[src/rtl/bmp_stream_fmt.sv]
module bmp_stream_fmt #(
  parameter int IMG_W = 768,
  parameter int IMG_H = 512
) (
  input  logic        clk,
  input  logic        rst_n,
  input  logic        pair_valid,
  input  logic [47:0] pair_data,
  output logic        pair_ready,
  output logic        out_valid,
  input  logic        out_ready,
  output logic [7:0]  out_byte,
  output logic        out_last,
  output logic        file_done
);
  localparam int NPAIRS = IMG_W * IMG_H / 2;
  localparam int FSIZE  = 54 + 3 * IMG_W * IMG_H;
  localparam int PW     = $clog2(NPAIRS + 1);

  typedef enum logic [1:0] {S_HDR, S_PIX, S_DONE} st_t;
  st_t st;
  logic [5:0]    hdr_idx;
  logic [PW-1:0] pairs_left;
  logic [47:0]   sh;
  logic [2:0]    left;

  function automatic logic [7:0] hdr_byte(input logic [5:0] i);
    logic [31:0] word;
    int off;
    word = 32'd0;
    off  = 0;
    if (i == 6'd0) word = 32'd66;
    else if (i == 6'd1) word = 32'd77;
    else if (i >= 6'd2 && i <= 6'd5) begin word = 32'(FSIZE); off = int'(i) - 2; end
    else if (i >= 6'd10 && i <= 6'd13) begin word = 32'd54; off = int'(i) - 10; end
    else if (i >= 6'd14 && i <= 6'd17) begin word = 32'd40; off = int'(i) - 14; end
    else if (i >= 6'd18 && i <= 6'd21) begin word = 32'(IMG_W); off = int'(i) - 18; end
    else if (i >= 6'd22 && i <= 6'd25) begin word = 32'(IMG_H); off = int'(i) - 22; end
    else if (i >= 6'd26 && i <= 6'd27) begin word = 32'd1; off = int'(i) - 26; end
    else if (i >= 6'd28 && i <= 6'd29) begin word = 32'd24; off = int'(i) - 28; end
    return 8'(word >> (8 * off));
  endfunction

  assign out_valid  = (st == S_HDR) || (st == S_PIX && left != 3'd0);
  assign out_byte   = (st == S_HDR) ? hdr_byte(hdr_idx) : sh[7:0];
  assign out_last   = (st == S_PIX) && (left == 3'd1) && (pairs_left == '0);
  assign pair_ready = (st == S_PIX) && (left == 3'd0) && (pairs_left != '0);
  assign file_done  = (st == S_DONE);

  wire fire = out_valid && out_ready;
  wire take = pair_valid && pair_ready;

  always_ff @(posedge clk) begin
    if (!rst_n) begin
      st         <= S_HDR;
      hdr_idx    <= 6'd0;
      pairs_left <= PW'(NPAIRS);
      sh         <= 48'd0;
      left       <= 3'd0;
    end else begin
      case (st)
        S_HDR: if (fire) begin
          if (hdr_idx == 6'd53) st <= S_PIX;
          else hdr_idx <= hdr_idx + 6'd1;
        end
        S_PIX: begin
          if (take) begin
            sh         <= pair_data;
            left       <= 3'd6;
            pairs_left <= pairs_left - PW'(1);
          end else if (fire) begin
            sh   <= sh >> 8;
            left <= left - 3'd1;
            if (out_last) st <= S_DONE;
          end
        end
        default: st <= S_DONE;
      endcase
    end
  end
endmodule

[config.mk]
export PLATFORM = sky130hd
export DESIGN_NAME = bmp_stream_fmt
export DESIGN_NICKNAME = d
export VERILOG_FILES = /design/src/rtl/bmp_stream_fmt.sv
export SDC_FILE = /design/constraint.sdc
export NUM_CORES = 1
export LEC_CHECK = 0
export ABC_AREA = 0
export BUFFER_PORTS_ARGS = -buffer_cell sky130_fd_sc_hd__buf_2
export CAP_MARGIN = 20
export CORE_MARGIN = 5
export CORE_UTILIZATION = 40
export DETAILED_ROUTE_END_ITERATION = 8
export GPL_ROUTABILITY_DRIVEN = 0
export GPL_TIMING_DRIVEN = 0
export MAX_ROUTING_LAYER = met4
export PLACE_DENSITY_LB_ADDON = 0.25
export SKIP_CTS_REPAIR_TIMING = 1
export SLEW_MARGIN = 40
export SYNTH_ARGS = -nofsm -noshare
export SYNTH_HDL_FRONTEND = slang
export SYNTH_SLANG_ARGS = --single-unit
export TNS_END_PERCENT = 5
[constraint.sdc]
create_clock -name clk -period 3.7 [get_ports clk]
set_input_delay 0.555 -clock clk [delete_from_list [all_inputs] [get_ports clk]]
set_output_delay 0.555 -clock clk [all_outputs]
set_load 0.005 [all_outputs]
==> results of run 1 <==
-- synthesized netlist by cell type (3+ instances only) --
cell	count
a21boi_0	6
a211o_1	3
nor2_1	19
a22oi_1	11
a21oi_1	16
ha_1	17
a211oi_1	4
o21ai_0	20
nand4_1	7
or3_1	6
and2_1	19
nor2b_1	15
or4_1	3
nor3b_1	3
nand2b_1	4
inv_1	11
xnor2_1	13
nor3_1	12
xor2_1	8
and3_1	5
o211a_1	42
nand2_1	121
buf_1	3
nand3_1	55
a31oi_1	6
dfxtp_1	77
buf_2	18
clkbuf_1	21
nor4_1	8
-- registers in the layout (all words and copies together), names as in the netlist --
| signal | cells |
|---|---|
| hdr_idx | 6 |
| pairs_left | 18 |
| left | 3 |
| sh | 48 |
| st | 2 |
-- cell type report --
| cell class | count | area, µm² |
|---|---|---|
| Tap cell | 143 | 179 |
| Multi-Input combinational cell | 468 | 3050 |
| Fill cell | 1099 | 5730 |
| Clock buffer | 11 | 233 |
| Sequential cell | 77 | 1550 |
| Inverter | 12 | 56.3 |
| Timing Repair Buffer | 79 | 442 |
| Clock inverter | 5 | 36.3 |
| Buffer | 42 | 233 |
-- placed cells by master, fill, tap and decap left out, types with 3 or more instances in the layout --
cell        netlist  routed
o21ai_0          20      17
buf_6             1       4
and3_1            5       5
or4_1             3       3
o211a_1          42      42
clkbuf_16         0       9
buf_1             3       3
ha_4              0       3
nand2_1         121     121
nor2b_1          15      15
nand3_1          55      54
xor2_1            8       8
a21boi_0          6       6
nor2_1           19      17
nor4_1            8       8
and2_1           19      19
xnor2_1          13      13
or3_1             6       6
a211oi_1          4       3
clkinvlp_4        0       6
nand4_1           7       7
ha_1             17      13
nor3b_1           3       3
clkbuf_1         21      20
nor3_1           12      11
inv_1            11       7
a211o_1           3       3
a22oi_1          11      11
nand2b_1          4       4
buf_4             1      18
dfxtp_4           0       3
a21oi_1          16      16
buf_2            18      75
dfxtp_1          77      73
a31oi_1           6       5
-- metrics by stage --
step                util (%)  worst slack [ns]
floorplan                  -             0.315
detailed placement      45.3            -0.582
global route            50.2            -0.421
CTS                     47.6            -0.940
finish                  50.2            -0.161
global placement        45.3            -0.458
-- cells by family (layout without fill, tap and decap cells) --
group | after synthesis | count (layout) | share of synthesized area (%)
AND/OR/NAND/NOR | 290 | 290 | 30.0
adder cells (fa/ha/maj) | 17 | 17 | 4.50
multiplexers | 2 | 2 | 0.424
XOR/XNOR | 21 | 21 | 3.89
buffers and inverters | 56 | 149 | 5.16
AO/OA/AOI/OAI | 138 | 138 | 23.4
flip-flops | 77 | 77 | 32.6
-- worst min-delay path, cell delays in order (launching register included) --
cell and delay (ns):
dfxtp_1 0.30, o21ai_0 0.06, a21boi_0 0.08
-- power by group through the flow --
stage,clock [mW],combinational [mW],sequential (mW)
after detailed placement,0,0.202,0.853
after global placement,0,0.201,0.852
after CTS,0.821,0.204,0.834
final,0.804,0.233,0.834
after global routing,0.861,0.251,0.834
after floorplan,0,0.124,0.852
-- final timing paths --
| path | startpoint | endpoint | slack [ns] | cells after the start |
|---|---|---|---|---|
| worst max-delay path | hdr_idx[2] | out_byte[4] | -0.16 | 11 |
| worst min-delay path | pairs_left[8] | pairs_left[8] | 0.50 | 2 |
| worst max register to register | pairs_left[11] | sh[0] | 0.98 | 9 |
| worst min register to register | pairs_left[8] | pairs_left[8] | 0.50 | 2 |
-- per-layer routing --
metal,wire length (µm),vias to the layer above,part of all wire [%]
met2,6530,223,47
met1,5930,2291,43
met3,1020,36,7.4
li1,-,2329,-
met4,328,0,2.4
met5,0,-,0
==> flow_summary.ini, run 1 <==
[global_routing]
track_usage_pct = 19.7
grt-busiest-layer = met2
grt_overflow = 0
use_met1_pct = 25.5
grt_max_degree = 14
grt_use_met3_pct = 3.30
grt_pass1_vias = 4706
grt_pass1_wl_mm = 22.7
grt_antenna_before_repair = 0
grt_use_met2_pct = 31.8

[cells_and_area]
instances_no_fill = 837
postLayoutCellArea_um2 = 5780
antenna_cells = 0
nNetsFinal = 758
syn2layout_area_growth_pct = 22.3
drive_gt1_share_pct = 21.8

[power]
power_mw = 1.87
combPwrFrac_pct = 12.4
leakage_nw = 2.70
switchingPower_mw = 0.491
clockPowerShare_pct = 43.0
p_int_mw = 1.38
swShare_pct = 26.2
pwr_density_cell_nw_per_um2 = 324
irDropWorstVdd_v = 0.000248
seqPwrFrac_pct = 44.6

[clocking]
path_clk_slew_ns = 0.06
clkSinkCount = 77
cts_root_buf = clkbuf_16
clk_latency_ns = 0.33
clk_path_buf_depth = 2
numCtsBuffers = 9
cts_tree = yes
cts.htree.levels = 3

[sta]
fin_setup_tns_ns = -0.633
slew_viol_final = 0
final.period_utilization_pct = 104
fin_skew_ns = 0.00904
grt_setup_unrepaired = yes
finalSetupViolCount = 5
finalHoldViolCount = 0
hold_ws_ns = 0.496
max_slew_margin_pct = 62.1
max_slew.worst_pin.slew_ns = 0.569
min_period_ns = 3.86
fin_ws_ns = -0.161
timing.fmax_mhz = 259

[synth]
ys_types = 64
yosysWarningCount = 0
synth-async-reset-ratio_pct = 0
ys_seq_area_share_pct = 32.6
yosysTopAreaCell = dfxtp_1
synthDominantCellAreaShare_pct = 32.6
synth_cells = 601
ys_seq_elements = 77
synth-main-ff-cell = dfxtp_1
synth_area_um2 = 4730
synth_area_leaders = dfxtp_1, nand2_1, o211a_1, nand3_1, ha_1
synth_area_per_cell_um2 = 7.87
synth_edf_count = 0
syn_nets = 670

[die]
core-area_um2 = 11500
die_y_um = 119
io_pins = 64
die-area_um2 = 14100
die_x_um = 119
rows = 39
initial_core_util_pct = 41.0

[drt]
ant_nets = 0
wl_per_cell_um = 16.5
drt_wl_total_mm = 13.8
route.detailed.drc = 0
initialDrtViolationCount = 453
num_vias = 4879
via_per_inst = 5.83
first_pass_iters = 6

[placed_design]
place_inst = 806
hpwlAfterDp_mm = 9.96
port_buffers = 62
place_area_um2 = 5220

[run]
drv_cap = 0

[outcome]
violations = negative setup slack
status = complete, but fails checks

[critical_path]
cp.required_ns = 3.14
worstSetupPathType = flip-flop to output port
worst_path_dominant_cell_family = compound AO/OA/AOI/OAI gates
startpoint_type = flip-flop
worstPathArrival_ns = 3.31
cp-end-kind = output port
cp_slowest_cell = dfxtp_4
crit_path_max_incr_delay_ns = 0.40
crit_fanout = 8
path_cells = clkinvlp_4, ha_1, nand2_1, a211oi_4, a21oi_1, a211oi_1, o221ai_1, a31oi_2, nand4_1, o41ai_2, buf_2
crit_buf_inv = 2

[hold_path]
hold_path_class = flip-flop to flip-flop
Power figures use the tool's default switching activity.
==> inputs of run 2 (changes only) <==
--- a/config.mk
+++ b/config.mk
@@ -15,7 +15,6 @@
 export GPL_TIMING_DRIVEN = 0
 export MAX_ROUTING_LAYER = met4
 export PLACE_DENSITY_LB_ADDON = 0.25
-export SKIP_CTS_REPAIR_TIMING = 1
 export SLEW_MARGIN = 40
 export SYNTH_ARGS = -nofsm -noshare
 export SYNTH_HDL_FRONTEND = slang
==> run 2 against run 1 <==
Against the previous run:
- the run still ends with negative setup slack left
- clock power barely moved
- clock-buffer cell count did not move
- via count rose by 0.45%
==> flow_summary.ini, run 2 (synthesized netlist as in run 1, its figures left out) <==
[sta]
max_slew_margin_pct = 61.1
finalHoldViolCount = 0
final.period_utilization_pct = 103
hold_ws_ns = 0.496
timing.fmax_mhz = 262
max_slew.worst_pin.slew_ns = 0.584
fin_skew_ns = 0.00942
slew_viol_final = 0
grt_setup_unrepaired = yes
finalSetupViolCount = 5
fin_setup_tns_ns = -0.442
min_period_ns = 3.82
fin_ws_ns = -0.121

[global_routing]
grt_pass1_wl_mm = 23.4
track_usage_pct = 20.4
grt_max_degree = 14
grt_pass1_vias = 4961
grt_overflow = 0
grt_antenna_before_repair = 0

[drt]
via_per_inst = 5.84
initialDrtViolationCount = 494
drt_wl_total_mm = 14.0
route.detailed.drc = 0
ant_nets = 0
first_pass_iters = 5
wl_per_cell_um = 16.7
num_vias = 4901

[critical_path]
cp.required_ns = 3.14
reg2reg_slack_ns = 0.97
crit_start = hdr_idx[1]
r2r_end = sh[0]
startpoint_type = flip-flop
crit_fanout = 10
cp-end-kind = output port
worstPathArrival_ns = 3.27
reg2reg_from = pairs_left[11]
rr_worst_depth = 9
worstSetupPathType = flip-flop to output port

[power]
power_mw = 1.92
pwr_density_cell_nw_per_um2 = 327
leakage_nw = 2.72
irDropWorstVdd_v = 0.000252

[die]
die_x_um = 119
core-area_um2 = 11500
initial_core_util_pct = 41.0
io_pins = 64
die_y_um = 119
rows = 39
die-area_um2 = 14100

[clocking]
clkSinkCount = 77
path_clk_slew_ns = 0.06
cts_root_buf = clkbuf_16
cts.htree.levels = 3
numCtsBuffers = 9
cts_tree = yes
clk_path_buf_depth = 2
clk_latency_ns = 0.33

[cells_and_area]
drive_gt1_share_pct = 24.3
final_cell_mix = nand2_1, buf_2, dfxtp_1
antenna_cells = 0
top_regs = sh (48), pairs_left (18), hdr_idx (6)
syn2layout_area_growth_pct = 24.3
layout_commonest_cell = nand2_1
nNetsFinal = 760
postLayoutCellArea_um2 = 5870
largest_register_ffs = 48
max_flop_register = sh
final_util_pct = 51.0

[hold_path]
hold_start = pairs_left[8]
min_to = pairs_left[8]
hold_path_class = flip-flop to flip-flop
whs_path_depth = 2

[outcome]
status = complete, but fails checks
violations = negative setup slack

[placed_design]
port_buffers = 62
place_area_um2 = 5220
hpwlAfterDp_mm = 9.96

[run]
drv_cap = 0
[run 2: cell count changes in the layout (fill, tap and decap cells not counted), sizes merged]
cell,before,now
buf,102,104
clkinvlp,6,7
inv,10,9
[run 2: metal layers]
metal | GRT usage, % | wire [µm] | vias to the layer above
met4 | 8.40 | 405 | 0
met2 | 32.4 | 6670 | 217
met1 | 25.4 | 6030 | 2294
met5 | - | 0 | -
met3 | 4.01 | 925 | 51
li1 | - | - | 2339
[run 2: worst max path at each step]
| stage | endpoint | slack [ns] | cells past startpoint |
|---|---|---|---|
| 3_3_place_gp | out_byte[4] | -0.46 | 13 |
| 3_5_place_dp | out_byte[4] | -0.58 | 13 |
| 6_report | out_byte[4] | -0.12 | 13 |
| 5_1_grt | out_byte[4] | -0.22 | 11 |
| 4_1_cts | out_byte[4] | -0.14 | 13 |
| 2_1_floorplan | out_byte[4] | 0.31 | 12 |
[run 2: per-stage QoR]
stage	setup WS (ns)	cells
detailed placement	-0.582	806
finish	-0.121	839
global placement	-0.458	806
floorplan	0.315	601
CTS	-0.138	838
global route	-0.224	839
[run 2: worst max-delay path, stage by stage (launching register included)]
cell and delay, ns:
dfxtp_4 0.35, clkbuf_16 0.13, clkinvlp_4 0.13, buf_4 0.19, ha_1 0.22, buf_2 0.21, nand2_2 0.15, a21oi_1 0.13
a211oi_2 0.30, o221ai_1 0.17, a31oi_1 0.27, nand4_1 0.21, o41ai_2 0.31, buf_2 0.16
[run 2: where the power goes]
| part | internal (mW) | switching (mW) |
|---|---|---|
| Sequential | 0.831 | 0.00379 |
| Clock | 0.456 | 0.350 |
| Combinational | 0.126 | 0.157 |
[run 2: final cells by class]
cell class | count | area, µm²
flip-flops and latches | 77 | 1550
clock buffers | 11 | 233
well taps | 143 | 179
repair buffers | 81 | 453
plain buffers | 42 | 246
inverters | 12 | 60.1
fillers | 1098 | 5640
multi-input cells | 468 | 3110
clock inverters | 5 | 36.3
[run 2: what timing repair did]
| action | in CTS | in global routing |
|---|---|---|
| pin swaps | 17 | 12 |
| setup buffers | 17 | 2 |
| hold buffers | 0 | 0 |
| setup endpoints to repair | 6 | 6 |
| resized for setup | 51 | 23 |
